File: src/rtl/spdif_txfmt_pkg.sv
package spdif_txfmt_pkg;
  localparam int WORD_W  = 32;
  localparam int AUDIO_W = 24;
  localparam int PRE_W   = 4;

  typedef enum logic [1:0] {
    MODE_16  = 2'b00,
    MODE_20  = 2'b01,
    MODE_24  = 2'b10,
    MODE_RAW = 2'b11
  } sampleMode_e;

  localparam logic [PRE_W-1:0] PRE_BLOCK = 4'b0001;
  localparam logic [PRE_W-1:0] PRE_LEFT  = 4'b0010;
  localparam logic [PRE_W-1:0] PRE_RIGHT = 4'b0100;

  // strobes from control to datapath
  typedef struct packed {
    logic useWord;     // a FIFO word feeds this subframe
    logic takeHigh;    // packed right half
    logic isLeft;
    logic blockStart;
  } fmtCtrl_t;
endpackage

File: src/rtl/spdif_txfmt_ctrl.sv
module spdif_txfmt_ctrl
  import spdif_txfmt_pkg::*;
#(
  parameter int FRAMES_PER_BLOCK = 192
) (
  input  logic       clk,
  input  logic       rstN,
  input  logic [1:0] modeIn,
  input  logic       packEn,
  input  logic       wordValid,
  input  logic       subReady,
  output logic       subValid,
  output logic       wordReady,
  output logic       underrun,
  output fmtCtrl_t   ctrlOut
);
  localparam int CNT_W = (FRAMES_PER_BLOCK > 2) ? $clog2(FRAMES_PER_BLOCK) : 1;
  localparam logic [CNT_W-1:0] LAST_FRAME = CNT_W'(FRAMES_PER_BLOCK - 1);

  logic             active;
  logic             sideLeft;
  logic [CNT_W-1:0] frameCnt;
  logic             packActive;
  logic             xfer;

  assign packActive = packEn && (sampleMode_e'(modeIn) == MODE_16);
  assign xfer       = active && subReady;
  assign subValid   = active;
  assign wordReady  = xfer && !(packActive && sideLeft);
  assign underrun   = xfer && !wordValid;

  always_comb begin
    ctrlOut.useWord    = wordValid;
    ctrlOut.takeHigh   = packActive && !sideLeft;
    ctrlOut.isLeft     = sideLeft;
    ctrlOut.blockStart = sideLeft && (frameCnt == '0);
  end

  always_ff @(posedge clk or negedge rstN) begin
    if (!rstN) begin
      active   <= 1'b0;
      sideLeft <= 1'b1;
      frameCnt <= '0;
    end else begin
      active <= 1'b1;
      if (xfer) begin
        sideLeft <= !sideLeft;
        if (!sideLeft)
          frameCnt <= (frameCnt == LAST_FRAME) ? '0 : frameCnt + 1'b1;
      end
    end
  end
endmodule

File: src/rtl/spdif_txfmt_dp.sv
module spdif_txfmt_dp
  import spdif_txfmt_pkg::*;
(
  input  logic [WORD_W-1:0]  wordData,
  input  logic [1:0]         modeIn,
  input  logic               usrBit,
  input  logic               chanBit,
  input  fmtCtrl_t           ctrlIn,
  output logic [AUDIO_W-1:0] audioOut,
  output logic               vOut,
  output logic               uOut,
  output logic               cOut,
  output logic               pOut,
  output logic [PRE_W-1:0]   preOut
);
  logic [PRE_W-1:0] preGen;
  logic [15:0]      half16;
  logic             isRaw;

  assign preGen = ctrlIn.blockStart ? PRE_BLOCK : (ctrlIn.isLeft ? PRE_LEFT : PRE_RIGHT);
  assign half16 = ctrlIn.takeHigh ? wordData[31:16] : wordData[15:0];
  assign isRaw  = (sampleMode_e'(modeIn) == MODE_RAW) && ctrlIn.useWord;

  always_comb begin
    unique case (sampleMode_e'(modeIn))
      MODE_16:  audioOut = {half16, 8'h00};
      MODE_20:  audioOut = {wordData[19:0], 4'h0};
      MODE_24:  audioOut = wordData[23:0];
      default:  audioOut = wordData[27:4];
    endcase
    if (!ctrlIn.useWord) audioOut = '0;

    if (isRaw) begin
      vOut   = wordData[28];
      uOut   = wordData[29];
      cOut   = wordData[30];
      pOut   = wordData[31];
      preOut = wordData[3:0];
    end else begin
      vOut   = 1'b0;
      uOut   = usrBit;
      cOut   = chanBit;
      preOut = preGen;
      pOut   = ^{audioOut, 1'b0, usrBit, chanBit};
    end
  end
endmodule

File: src/rtl/spdif_txfmt.sv
module spdif_txfmt
  import spdif_txfmt_pkg::*;
#(
  parameter int FRAMES_PER_BLOCK = 192
) (
  input  logic        clk,
  input  logic        rstN,
  input  logic [1:0]  sampleMode,
  input  logic        packEn,
  input  logic        usrBit,
  input  logic        chanBit,
  input  logic        wordValid,
  output logic        wordReady,
  input  logic [31:0] wordData,
  output logic        subValid,
  input  logic        subReady,
  output logic [23:0] subAudio,
  output logic        subV,
  output logic        subU,
  output logic        subC,
  output logic        subP,
  output logic [3:0]  subPreamble,
  output logic        subLeft,
  output logic        underrun
);
  fmtCtrl_t fmtCtrl;

  spdif_txfmt_ctrl #(.FRAMES_PER_BLOCK(FRAMES_PER_BLOCK)) u_ctrl (
    .clk       (clk),
    .rstN      (rstN),
    .modeIn    (sampleMode),
    .packEn    (packEn),
    .wordValid (wordValid),
    .subReady  (subReady),
    .subValid  (subValid),
    .wordReady (wordReady),
    .underrun  (underrun),
    .ctrlOut   (fmtCtrl)
  );

  spdif_txfmt_dp u_dp (
    .wordData (wordData),
    .modeIn   (sampleMode),
    .usrBit   (usrBit),
    .chanBit  (chanBit),
    .ctrlIn   (fmtCtrl),
    .audioOut (subAudio),
    .vOut     (subV),
    .uOut     (subU),
    .cOut     (subC),
    .pOut     (subP),
    .preOut   (subPreamble)
  );

  assign subLeft = fmtCtrl.isLeft;
endmodule

File: config.mk
export PLATFORM = sky130hd
export DESIGN_NAME = spdif_txfmt
export DESIGN_NICKNAME = d
export VERILOG_FILES = /design/src/rtl/spdif_txfmt_pkg.sv /design/src/rtl/spdif_txfmt_ctrl.sv /design/src/rtl/spdif_txfmt_dp.sv /design/src/rtl/spdif_txfmt.sv
export SDC_FILE = /design/constraint.sdc
export NUM_CORES = 1
export LEC_CHECK = 0
export BUFFER_PORTS_ARGS = -buffer_cell sky130_fd_sc_hd__buf_2
export CAP_MARGIN = 0
export CORE_MARGIN = 2
export CORE_UTILIZATION = 30
export CTS_BUF_LIST = sky130_fd_sc_hd__clkbuf_16
export DETAILED_ROUTE_END_ITERATION = 8
export GPL_TIMING_DRIVEN = 1
export PLACE_DENSITY_LB_ADDON = 0.05
export SLEW_MARGIN = 5
export SYNTH_ARGS = -nofsm -noshare
export SYNTH_HDL_FRONTEND = slang
export SYNTH_SLANG_ARGS = --single-unit
export TNS_END_PERCENT = 50
File: constraint.sdc
create_clock -name clk -period 6.4 [get_ports clk]
set_clock_uncertainty 0.2 [all_clocks]
set_input_delay 0.64 -clock clk [delete_from_list [all_inputs] [get_ports clk]]
set_output_delay 0.64 -clock clk [all_outputs]
set_load 0.05 [all_outputs]
Word level (Yosys, flattened, before mapping). Index checks and enable logic that the tools add are counted.

Equality and inequality tests: 4. Muxes and demuxes: 11. $add $sub $neg: 1. Reductions and logical operators: 15. Bitwise logic cells: 1.

Operators by type and width (number): case mux 24 bit (3 select lines) (1); XOR reduction 27 bit (1); two-way mux 24 bit (1); two-way mux 16 bit (1); adder 8 x 1 -> 8 bit (second input constant) (1); == test 8 bit (second input constant) (1); logical AND 1 bit (8); zero test 8 bit (1); two-way mux 4 bit (2); two-way mux 8 bit (1); == test 2 bit (second input constant) (2); two-way mux 1 bit (4); zero test 1 bit (3); two-way mux 3 bit (1); == test 2 x 1 -> 1 bit (second input constant) (1); zero test 2 bit (1); AND reduction 2 bit (1); inverter 1 bit (1).

Register bits after elaboration: 10. Logic and storage cells: 35.

Depth between registers and ports, before layout.
Word-level depth: 8. Depth in mapped cells: 12. Depth with buffers taken out: 9.

Cells and area by module. A second synthesis with hierarchy kept.

Cells, all modules: 218. Area, all modules: 1918.1 um^2.

By module, submodules not included: spdif_txfmt_dp (sequential area each 0.0 um^2, area each 1346.3 um^2, instances 1, cells an instance 156); spdif_txfmt_ctrl (sequential area each 251.5 um^2, area each 571.8 um^2, instances 1, cells an instance 62).

Worst setup path after synthesis. OpenSTA, ideal clock, no wires.

Path kind: input to output. Start: in sampleMode[1]. End: out subP. Required time: 5.560 ns. Path buffers: 2. Path slack: 1.270 ns. Arrival time: 4.290 ns. Stages: 9. Path through: buf_2 buf_2 a21oi_1 o32ai_1 xnor2_1 xnor3_1 xnor3_1 xnor2_1 a21oi_1.

Longest elaborated chain between the ends: 8. Elaborated cells between the ends (all ways): 12. Those cells by class: 3 x eq/ne; 4 x mux; 5 x reduce/logical.

Ends and longest elaborated chain: from (decl) (RTL line spdif_txfmt.sv:8) `input logic [1:0] sampleMode,`; zero test 2 bit (RTL line spdif_txfmt_ctrl.sv:26, spdif_txfmt_dp.sv:25); logical AND 1 bit (RTL line spdif_txfmt_ctrl.sv:26) `assign packActive = packEn && (sampleMode_e'(modeIn) == MODE_16);`; logical AND 1 bit (RTL line spdif_txfmt_ctrl.sv:34) `ctrlOut.takeHigh = packActive && !sideLeft;`; two-way mux 16 bit (RTL line spdif_txfmt_dp.sv:21) `assign half16 = ctrlIn.takeHigh ? wordData[31:16] : wordData[15:0];`; case mux 24 bit (3 select lines) (*) (RTL line spdif_txfmt_dp.sv:25) `unique case (sampleMode_e'(modeIn))`; two-way mux 24 bit (*) (RTL line spdif_txfmt_dp.sv:31) `if (!ctrlIn.useWord) audioOut = '0;`; net subAudio[8] (RTL line spdif_txfmt.sv:17) `output logic [23:0] subAudio,`; XOR reduction 27 bit (*) (RTL line spdif_txfmt_dp.sv:44) `pOut = ^{audioOut, 1'b0, usrBit, chanBit};`; two-way mux 1 bit (*) (RTL line spdif_txfmt_dp.sv:33) `if (isRaw) begin`; to (decl) (RTL line spdif_txfmt.sv:21) `output logic subP,`.

Mark *: on every way through the listed nets, which the timed path passes. The rest lies on a longest branch.

Worst setup path after layout.
Start: reg u_ctrl.sideLeft. End: out subP.

Longest elaborated chain between the ends: 7.

Ends and longest elaborated chain: from (decl) (RTL line spdif_txfmt_ctrl.sv:21) `logic sideLeft;`; from (signal assigned) (RTL line spdif_txfmt_ctrl.sv:47) `sideLeft <= !sideLeft;`; zero test 1 bit (RTL line spdif_txfmt_ctrl.sv:34); logical AND 1 bit (RTL line spdif_txfmt_ctrl.sv:34); two-way mux 16 bit (RTL line spdif_txfmt_dp.sv:21); case mux 24 bit (3 select lines) (RTL line spdif_txfmt_dp.sv:25); two-way mux 24 bit (RTL line spdif_txfmt_dp.sv:31); XOR reduction 27 bit (RTL line spdif_txfmt_dp.sv:44); two-way mux 1 bit (RTL line spdif_txfmt_dp.sv:33).

No other way between the ends.

==> metrics.md <==
| Metric | Value |
|---|---|
| Outcome | `finished clean` |
| TNS Setup | `0 ns` |
| Layout area overhead | `26.3%` |
| Setup bufs post-CTS | `0` |
| Register area | `251 sq um` |
| Final Critical Period | `4.67 ns` |
| H-tree Lvls | `1` |
| Layout cells sized above 1 | `30.6%` |
| Post-synth top flop | `dfrtp_1` |
| # setup viols final | `0` |
| Vias in the first global route | `1824` |
| Utilization after layout | `39.2%` |
| Io pins | `77` |
| F_max | `214 MHz` |
| Gp weighted congestion | `0.794` |
| Synthesized flop and latch total | `10` |
| CP max FO | `9` |
| Final wirelength | `6340 microns` |
| Clock buffer depth | `2` |
| Post-Syn Area | `1850 sq um` |
| Final Slew Violations | `0` |
| DRC | `0` |
| Sequential share of the synthesized area | `13.6%` |
| DR vias/cell | `5.25` |
| Post-synthesis async set-or-reset flop share | `100%` |
| Synth area leader | `mux2i_1` |
| Fin crit share | `72.9%` |
| Starting Density | `31.1%` |
| Total number of clock tree sinks | `10` |
| HP Class | `in2async` |
| Critical Path RT | `5.56 ns` |
| Clk_lat worst skew | `0.24 ns` |
| Die area | `6810 sq um` |
| Syn_nets | `287` |
| Routed vias | `2021` |
| Final Non-Filler Cells | `385` |
| TritonRoute pass-1 iters | `4` |
| Placed Instances | `381` |
| Worst Tran Pin Value | `0.679 ns` |
| Crit path capture type | `output pin` |
| Post-synthesis simple-gate area fraction | `23.8%` |
| Num CTS Buffers | `3` |
| Fill cells | `648` |
| Final Hold Vio Count | `0` |
| Syn Area/Cell | `7.58 sq um` |
| Initial antenna violation count | `0` |
| Largest net degree at the start of global routing | `37` |
| Hold buffers post-CTS | `0` |
| Static leakage power | `1.20 nW` |
| Design area | `2330 sq um` |
| Setup CP Type | `reg2out` |
| Antenna cells | `0` |
| Worst Slack Setup Final | `1.73 ns` |
| Synth Area in XOR/XNOR | `13.3%` |
| Clk pin slew, worst setup/hold paths | `0.04 ns` |
| Multi-input gate area | `1500 sq um` |
| R2R cell count | `6` |
| Yosys cell types | `52` |
| Synth Instances | `244` |
| Post-synth EDFFs | `0` |
| Grt total ovfl | `0` |
| Die width | `82.5 microns` |
| M1 GR Usage | `30.1%` |
| GRT Util Overall | `18.8%` |
| Total Power | `0.632 mW` |
| Maximum vdd drop | `0.000137 V` |
| GR peak layer | `met1` |
| Die extent in y | `82.5 microns` |
| DP HPWL | `5060 microns` |
| P per Cell Area | `271 nW/um^2` |
| Max_cap viols | `0` |
| TritonCTS clock tree | `built` |
| Startpoint types | `register` |
| GRT met2 Usage | `27.1%` |
| RSZ-0062 raised after global routing | `false` |
| Relative slew slack | `54.7%` |
| CTS resizes | `0` |
| YS warnings | `0` |
| Port Buffer Count | `76` |
| CTS Root Cell | `clkbuf_16` |
| Nets | `354` |
| Core Box Area | `5960 sq um` |
| Detailed Route Iter0 Violations | `111` |
| Pre-CTS setup slack | `1.87 ns` |
| Worst hold slack | `0.0627 ns` |
| Mux share of post-synthesis cell area | `23.3%` |
| Cell Area, Placed | `2260 sq um` |
| Worst path arrival time | `3.83 ns` |
| GR Layer Usage met3 | `3.04%` |
| Synth Area in Adders | `1.35%` |
| Yosys top cell area share | `15.2%` |
| Largest family of logic cells by synthesized area | `simple AND/OR/NAND/NOR gates` |
| Per-cell routed wire length | `16.5 microns` |
| Most frequent cells in the layout | `buf_2 (76), nand2_1 (39), mux2i_1 (28)` |
| Commonest non-fill, non-tap cell in the layout | `buf_2` |
| First-pass GRT wire length | `9750 microns` |
| FP Rows | `28` |
| Synth Area in Compound Gates | `19.4%` |
| Synth area leaders | `mux2i_1 (15%), dfrtp_1 (12%), nand2_1 (7.9%), xnor2_1 (7.6%), mux2_2 (4.3%)` |
| Antenna viol nets, final | `0` |
[flip-flops by register name, indices dropped and copies added, names as in the netlist]
register / flops
u_ctrl.sideLeft: 1
u_ctrl.subValid: 1
u_ctrl.frameCnt: 8
[layout make-up]
class,instances,share of cell area (%)
multi-input combinational,214,64.4
clock inverter,1,0.161
timing repair buffer,77,16.6
clock buffer,3,3.22
sequential,10,10.8
tap,75,4.02
inverter,5,0.804
[Yosys cell counts, types with 3 or more instances]
| master | n |
|---|---|
| a21o_1 | 5 |
| a21oi_1 | 9 |
| a31oi_1 | 3 |
| and2_1 | 10 |
| and3_1 | 7 |
| buf_2 | 6 |
| clkbuf_1 | 5 |
| dfrtp_1 | 9 |
| inv_1 | 5 |
| mux2_2 | 7 |
| mux2i_1 | 28 |
| nand2_1 | 39 |
| nand3_1 | 7 |
| nor2_1 | 18 |
| o211ai_1 | 3 |
| o21ai_0 | 14 |
| o22ai_1 | 4 |
| xnor2_1 | 16 |
| xor2_1 | 5 |
[worst max-delay path, cell delays in order (launching register included)]
cell	delay, ns
dfstp_2	0.59
nand2b_1	0.46
buf_4	0.31
mux2_1	0.34
mux2i_1	0.29
mux2_2	0.39
a221oi_2	0.31
xor2_1	0.26
xnor2_2	0.14
xnor2_1	0.09
a21oi_1	0.14
buf_2	0.28
[kinds of logic (layout without fill, tap and decap cells)]
group                      Yosys count  count (layout)
AOI/OAI and AO/OA                   54              54
xor gates and xnor gates            24              24
adders and majority gates            2               2
buffers and inverters               20              86
DFF                                 10              10
muxes                               39              39
other                                1               1
and+or+nand+nor                     94              94
[layer usage]
layer / part of all wire [%] / up-vias
met5: 0 / -
met4: 0.20 / 0
met3: 6.6 / 2
met2: 42 / 74
met1: 51 / 936
li1: - / 1009
[worst paths after layout]
kind	startpoint	end	slack [ns]
worst max-delay path	u_ctrl.sideLeft	subP	1.73
worst min-delay path	rstN	u_ctrl.frameCnt[3]	0.06
worst max register to register	u_ctrl.subValid	u_ctrl.frameCnt[7]	4.58
worst min register to register	u_ctrl.frameCnt[4]	u_ctrl.frameCnt[4]	0.33
max in group asynchronous	rstN	u_ctrl.sideLeft	5.67
min in group clk	u_ctrl.frameCnt[4]	u_ctrl.frameCnt[4]	0.33
[where the power goes]
group / total, mW / internal (mW) / switching (mW)
combinational: 0.414 / 0.148 / 0.266
sequential: 0.109 / 0.0850 / 0.0242
clock: 0.109 / 0.0816 / 0.0272
total: 0.632 / 0.314 / 0.317
(Power assumes the default switching activity.)
